### config.mk
export PLATFORM = sky130hd
export DESIGN_NAME = asram_ctrl
export DESIGN_NICKNAME = d
export VERILOG_FILES = /design/src/rtl/asram_pkg.sv /design/src/rtl/asram_bus_guard.sv /design/src/rtl/asram_seq.sv /design/src/rtl/asram_rd_path.sv /design/src/rtl/asram_ctrl.sv
export SDC_FILE = /design/constraint.sdc
export NUM_CORES = 1
export LEC_CHECK = 0
export CELL_PAD_IN_SITES_DETAIL_PLACEMENT = 1
export CELL_PAD_IN_SITES_GLOBAL_PLACEMENT = 1
export CORE_MARGIN = 2
export CORE_UTILIZATION = 31
export DETAILED_ROUTE_END_ITERATION = 10
export PLACE_DENSITY = 0.76
export REMOVE_ABC_BUFFERS = 1
export SLEW_MARGIN = 20
export SYNTH_ARGS = -nofsm -noshare
export SYNTH_HDL_FRONTEND = slang
export SYNTH_HIERARCHICAL = 1
export SYNTH_SLANG_ARGS = --single-unit
### constraint.sdc
create_clock -name clk -period 1.6 [get_ports clk]
set_clock_uncertainty 0.1 [all_clocks]
set_input_delay 0.24 -clock clk [delete_from_list [all_inputs] [get_ports clk]]
set_output_delay 0.24 -clock clk [all_outputs]
set_load 0.03 [all_outputs]
### src/rtl/asram_pkg.sv
package asram_pkg;

  typedef enum logic [2:0] {
    ST_IDLE,
    ST_WSET,
    ST_WPULSE,
    ST_WEND,
    ST_RTURN,
    ST_RACC
  } asram_state_e;

  // whole cycles covering an interval, never less than one
  function automatic int unsigned ceil_cycles(input int unsigned t_ps, input int unsigned clk_ps);
    int unsigned n;
    n = (t_ps + clk_ps - 1) / clk_ps;
    return (n == 0) ? 1 : n;
  endfunction

  // interval for a speed grade: base plus step per grade, in ps
  function automatic int unsigned grade_ps(input int unsigned base_ns, input int unsigned step_ns,
                                           input int unsigned grade);
    return (base_ns + step_ns * grade) * 1000;
  endfunction

  function automatic int unsigned max3(input int unsigned a, input int unsigned b, input int unsigned c);
    int unsigned m;
    m = (a > b) ? a : b;
    return (m > c) ? m : c;
  endfunction

endpackage

### src/rtl/asram_bus_guard.sv
module asram_bus_guard #(
  parameter int unsigned HIZ_CYC = 1
) (
  input  logic clk,
  input  logic rst_n,
  input  logic oe_n,
  output logic hiz_ok
);
  localparam int unsigned HZ_W = $clog2(HIZ_CYC + 1);

  logic [HZ_W-1:0] high_cnt;

  // counts edges on which output enable was seen inactive, saturating
  always_ff @(posedge clk) begin
    if (!rst_n) begin
      high_cnt <= HZ_W'(HIZ_CYC);
    end else if (!oe_n) begin
      high_cnt <= '0;
    end else if (high_cnt < HZ_W'(HIZ_CYC)) begin
      high_cnt <= high_cnt + 1'b1;
    end
  end

  assign hiz_ok = (high_cnt >= HZ_W'(HIZ_CYC));

  a_r4_guard_clears_on_oe: assert property (@(posedge clk) disable iff (!rst_n)
    !oe_n |=> !hiz_ok || (HIZ_CYC == 0));

endmodule

### src/rtl/asram_seq.sv
module asram_seq
  import asram_pkg::*;
#(
  parameter int unsigned ADDR_W  = 17,
  parameter int unsigned DATA_W  = 8,
  parameter int unsigned ACC_CYC = 2,
  parameter int unsigned WP_CYC  = 2
) (
  input  logic              clk,
  input  logic              rst_n,
  input  logic              req_valid,
  input  logic              req_write,
  input  logic [ADDR_W-1:0] req_addr,
  input  logic [DATA_W-1:0] req_wdata,
  output logic              req_ready,
  input  logic              hiz_ok,
  output logic              cs_n,
  output logic              we_n,
  output logic              oe_n,
  output logic [ADDR_W-1:0] addr,
  output logic [DATA_W-1:0] dq_out,
  output logic              dq_oe,
  output logic              cap_en
);
  localparam int unsigned CNT_MAX = (ACC_CYC > WP_CYC) ? ACC_CYC : WP_CYC;
  localparam int unsigned CNT_W   = $clog2(CNT_MAX + 1);

  asram_state_e     st;
  logic [CNT_W-1:0] cnt;
  logic             last_wr;

  assign req_ready = (st == ST_IDLE);
  assign cap_en    = (st == ST_RACC) && (cnt == '0);

  always_ff @(posedge clk) begin
    if (!rst_n) begin
      st      <= ST_IDLE;
      cnt     <= '0;
      last_wr <= 1'b0;
      cs_n    <= 1'b1;
      we_n    <= 1'b1;
      oe_n    <= 1'b1;
      addr    <= '0;
      dq_out  <= '0;
      dq_oe   <= 1'b0;
    end else begin
      case (st)
        ST_IDLE: begin
          if (req_valid) begin
            cs_n    <= 1'b0;
            addr    <= req_addr;
            last_wr <= req_write;
            if (req_write) begin
              dq_out <= req_wdata;
              st     <= ST_WSET;
            end else if (last_wr) begin
              st <= ST_RTURN;
            end else begin
              oe_n <= 1'b0;
              cnt  <= CNT_W'(ACC_CYC - 1);
              st   <= ST_RACC;
            end
          end
        end
        ST_WSET: begin
          if (hiz_ok) begin
            we_n  <= 1'b0;
            dq_oe <= 1'b1;
            cnt   <= CNT_W'(WP_CYC - 1);
            st    <= ST_WPULSE;
          end
        end
        ST_WPULSE: begin
          if (cnt == '0) begin
            we_n <= 1'b1;
            st   <= ST_WEND;
          end else begin
            cnt <= cnt - 1'b1;
          end
        end
        ST_WEND: begin
          dq_oe <= 1'b0;
          cs_n  <= 1'b1;
          st    <= ST_IDLE;
        end
        ST_RTURN: begin
          oe_n <= 1'b0;
          cnt  <= CNT_W'(ACC_CYC - 1);
          st   <= ST_RACC;
        end
        ST_RACC: begin
          if (cnt == '0) begin
            oe_n <= 1'b1;
            cs_n <= 1'b1;
            st   <= ST_IDLE;
          end else begin
            cnt <= cnt - 1'b1;
          end
        end
        default: st <= ST_IDLE;
      endcase
    end
  end

  a_r3_oe_high_while_writing: assert property (@(posedge clk) disable iff (!rst_n)
    !we_n |-> (oe_n && !cs_n));

  a_r5_addr_held_in_access: assert property (@(posedge clk) disable iff (!rst_n)
    (!cs_n && $past(!cs_n)) |-> $stable(addr));

  a_r5_addr_moves_we_high: assert property (@(posedge clk) disable iff (!rst_n)
    !$stable(addr) |-> (we_n && $past(we_n)));

  a_r7_bus_free_before_oe: assert property (@(posedge clk) disable iff (!rst_n)
    $fell(oe_n) |-> (!dq_oe && $past(!dq_oe)));

  a_r2_busy_not_ready: assert property (@(posedge clk) disable iff (!rst_n)
    (!cs_n && $past(!cs_n)) |-> !req_ready);

endmodule

### src/rtl/asram_rd_path.sv
module asram_rd_path #(
  parameter int unsigned DATA_W = 8
) (
  input  logic              clk,
  input  logic              rst_n,
  input  logic              cap_en,
  input  logic [DATA_W-1:0] dq_in,
  output logic              rsp_valid,
  output logic [DATA_W-1:0] rsp_rdata
);
  always_ff @(posedge clk) begin
    if (!rst_n) begin
      rsp_valid <= 1'b0;
      rsp_rdata <= '0;
    end else begin
      rsp_valid <= cap_en;
      if (cap_en) rsp_rdata <= dq_in;
    end
  end

  a_r6_single_pulse: assert property (@(posedge clk) disable iff (!rst_n)
    rsp_valid |=> !rsp_valid);

endmodule

### src/rtl/asram_ctrl.sv
module asram_ctrl
  import asram_pkg::*;
#(
  parameter int unsigned CLK_PS      = 5000,
  parameter int unsigned SPEED_GRADE = 0,
  parameter int unsigned ADDR_W      = 17,
  parameter int unsigned DATA_W      = 8
) (
  input  logic              clk,
  input  logic              rst_n,
  input  logic              req_valid,
  output logic              req_ready,
  input  logic              req_write,
  input  logic [ADDR_W-1:0] req_addr,
  input  logic [DATA_W-1:0] req_wdata,
  output logic              rsp_valid,
  output logic [DATA_W-1:0] rsp_rdata,
  output logic              mem_cs_n,
  output logic              mem_we_n,
  output logic              mem_oe_n,
  output logic [ADDR_W-1:0] mem_addr,
  output logic [DATA_W-1:0] mem_dq_out,
  output logic              mem_dq_oe,
  input  logic [DATA_W-1:0] mem_dq_in
);
  localparam int unsigned TCYC_CYC = ceil_cycles(grade_ps(8, 2, SPEED_GRADE), CLK_PS);
  localparam int unsigned ACC_CYC  = TCYC_CYC;
  localparam int unsigned WC_FILL  = (TCYC_CYC > 2) ? TCYC_CYC - 2 : 1;
  localparam int unsigned WP_CYC   = max3(ceil_cycles(grade_ps(6, 1, SPEED_GRADE), CLK_PS),
                                          ceil_cycles(grade_ps(4, 1, SPEED_GRADE), CLK_PS),
                                          WC_FILL);
  localparam int unsigned HIZ_CYC  = ceil_cycles(grade_ps(4, 1, SPEED_GRADE), CLK_PS);

  logic hiz_ok;
  logic cap_en;

  asram_bus_guard #(.HIZ_CYC(HIZ_CYC)) u_guard (
    .clk    (clk),
    .rst_n  (rst_n),
    .oe_n   (mem_oe_n),
    .hiz_ok (hiz_ok)
  );

  asram_seq #(
    .ADDR_W  (ADDR_W),
    .DATA_W  (DATA_W),
    .ACC_CYC (ACC_CYC),
    .WP_CYC  (WP_CYC)
  ) u_seq (
    .clk       (clk),
    .rst_n     (rst_n),
    .req_valid (req_valid),
    .req_write (req_write),
    .req_addr  (req_addr),
    .req_wdata (req_wdata),
    .req_ready (req_ready),
    .hiz_ok    (hiz_ok),
    .cs_n      (mem_cs_n),
    .we_n      (mem_we_n),
    .oe_n      (mem_oe_n),
    .addr      (mem_addr),
    .dq_out    (mem_dq_out),
    .dq_oe     (mem_dq_oe),
    .cap_en    (cap_en)
  );

  asram_rd_path #(.DATA_W(DATA_W)) u_rd (
    .clk       (clk),
    .rst_n     (rst_n),
    .cap_en    (cap_en),
    .dq_in     (mem_dq_in),
    .rsp_valid (rsp_valid),
    .rsp_rdata (rsp_rdata)
  );

  a_r4_no_drive_oe_low: assert property (@(posedge clk) disable iff (!rst_n)
    mem_dq_oe |-> mem_oe_n);

  a_r4_drive_after_hiz: assert property (@(posedge clk) disable iff (!rst_n)
    $rose(mem_dq_oe) |-> $past(hiz_ok));

  a_r3_drive_spans_strobe: assert property (@(posedge clk) disable iff (!rst_n)
    !mem_we_n |-> mem_dq_oe);

endmodule

==> metrics <==
run status complete, but fails checks; failing checks negative setup slack; Worst path slowest cell or3_4; grt ovf 0; DR WL/cell 14.00 um; area share of the largest cell type after synthesis 48.00%; Post-Syn Area 1877 sq um; Hold Path Depth 2; CTS Buf Count 5; 1st-iter DRT viols 31; worst slew pin tran 0.3365 ns; Power per Cell Area 1404 nW/um^2; Arr. time, crit path 1.28 ns; HP Class flip-flop to flip-flop; Final HPWL DP 3480 um; Clock Latency Late Sink 0.30 ns; r2r endpoint u_seq/addr[16]; Syn Area/Cell 9.067 sq um; Nets 336; worst r2r src u_seq/st[0]; sequential power share 36.7%; gpl congestion 0.7393; biggest cell delay along the critical path 0.41 ns; Required @ worst endpoint 1.26 ns; r2r setup slk 0.05 ns; Final ANT Viol Nets 0; DR vias/cell 4.682; final setup vio count 1; post-synthesis async set-or-reset flop share 0%; clock sink count 45; clock slew at reported path FFs 0.08 ns; Clk network pwr share 17.0%; Final Hold Fails 0; Pleak 1.258 nW; most frequent cell after synthesis nand2_1; Total Power 4.083 mW; Hold Startpoint u_seq/addr[0]; 1st-pass router iterations 4; chip width 81.81 um; f_max 0.6177 GHz; initial antenna violation count 0; first-pass GRT wire length 7955 um; RSZ-0062 raised after global routing yes; post-synth cell types 40; Slew HR 77.47%; fraction of layout instances using a drive strength above 1 14.38%; DIE HEIGHT 81.81 um; crit-path max FO 7; Rows 28; DRC 0; CTS H-tree depth 2; post-layout min period 1.619 ns; cells along the critical path or3_4 -> inv_4 -> buf_6; most common library cells after synthesis nand2_1, dfxtp_1, a21boi_1; setup slack after layout -0.01885 ns; area of the core 5886 sq um; routed via count 1751; Routed Wire Length 5235 um; Final period util 101.2%; n_diodes 0; Area Growth Syn to Fin 55.00%; Comb pwr share 46.3%; Post-synth EDFFs 0; Ports 76; Psw 1.602 mW; Critical Path Source Type flip-flop; max-slew violations 0; Area contributors post-synth dfxtp_1, nand2_1, a21boi_1; root buffer cell clkbuf_8; reg2reg path depth 6; CTS tree done; Top FF cell, synth dfxtp_1; worst vdd ir 0.0007405 V; end of the worst hold path u_seq/addr[0]; Starting Density 31.89%; register bit total from synthesis 45; die area 6693 sq um; maxcap violations 0; Gate Count Post-Synth 207; maximum root-to-sink buffer count 2; crit path kind flip-flop to primary output; largest net degree at the start of global routing 28; vias in the first global route 1717; IO Port Bufs 75; register area share after synthesis 48.00%; Ys Warns 6; total track usage 15.68%; largest area contributor in the netlist dfxtp_1; crit end category primary output; internal power 2.481 mW; switching share of total power 39.22%; final core occ 49.43%
-- layout by cell type (no fill, tap or decap), types with 7 or more instances in the layout --
| cell type | instances |
|---|---|
| a21boi_1 | 21 |
| nor2b_1 | 11 |
| mux2i_1 | 7 |
| dlygate4sd2_1 | 38 |
| clkdlybuf4s50_1 | 36 |
| buf_4 | 16 |
| nand3_1 | 9 |
| dfxtp_1 | 42 |
| nand2_1 | 50 |
-- layer usage --
metal  vias up  global-route usage [%]  share of wire, %
met3         5                   4.286               5.8
met4         0                   5.500               1.1
li1        878                       -                 -
met1       824                   18.42                45
met5         -                       0                 0
met2        44                   27.32                48
-- flip-flops by register name (all words and copies together), names as in the netlist, 2 cells and up --
name	count
u_rd/rsp_rdata	8
u_seq/st	3
u_seq/cnt	2
u_seq/dq_out	8
u_seq/addr	17
-- per-stage QoR --
step                      TNS (ns)  cell area, sq um  worst slack [ns]  instances  hold slack, ns
after floorplan             -5.752              1795           -0.2910        196          0.2118
after global placement      -2.743              2740           -0.1520        358          0.3409
after detailed placement    -3.334              2740           -0.1994        358          0.3476
after CTS                 -0.06423              2794          -0.06423        366          0.3580
after global routing       -0.4917              2909          -0.06282        374          0.3677
final                     -0.01885              2909          -0.01885        374          0.3543
-- timing repair --
action                                  CTS  global route
gates resized for setup                  45            12
hold buffers                              0             0
buffers inserted                          0             6
pin swaps                                 0             1
cloned                                    0             2
endpoints found under the setup margin   43            15
-- area by class of cell --
| class | instances | area [sq um] |
|---|---|---|
| Fill cell | 718 | 2977 |
| Multi-Input combinational cell | 146 | 914.6 |
| Sequential cell | 45 | 909.6 |
| Timing Repair Buffer | 95 | 885.9 |
| Tap cell | 75 | 93.84 |
| Clock buffer | 7 | 76.32 |
| Inverter | 5 | 21.27 |
| Clock inverter | 1 | 7.507 |
-- kinds of logic after synthesis --
group	share of synthesized area (%)
AOI/OAI and AO/OA	17.20
DFF	48.00
muxes	4.267
buffers and inverters	5.332
and+or+nand+nor	24.53
adders and majority gates	0.6666
-- worst max-delay path by stage --
stage / from / to / slack [ns] / cells after the start
6_report: u_seq/st[0] / req_ready / -0.02 / 3
5_1_grt: u_seq/st[0] / req_ready / -0.06 / 3
4_1_cts: u_seq/st[1] / req_ready / -0.06 / 3
3_5_place_dp: req_valid / u_seq/st[2] / -0.20 / 5
3_3_place_gp: req_valid / u_seq/st[0] / -0.15 / 5
2_1_floorplan: u_seq/st[0] / u_rd/rsp_rdata[0] / -0.29 / 4
-- critical path: cells and delay by family (launching register included) --
kind | cells | cell delay [ns]
buffers and inverters | 2 | 0.20
flip-flops | 1 | 0.37
AND/OR/NAND/NOR | 1 | 0.41
-- power groups by stage --
stage                     Clock [mW]  Sequential (mW)  Combinational [mW]
after floorplan                    0             1.81               0.678
after global placement             0             1.52                1.71
after detailed placement           0             1.53                1.74
after CTS                      0.741             1.51                1.70
after global routing           0.781             1.53                2.06
final                          0.694             1.50                1.89
Note: power is estimated with default switching activity, not from simulation.
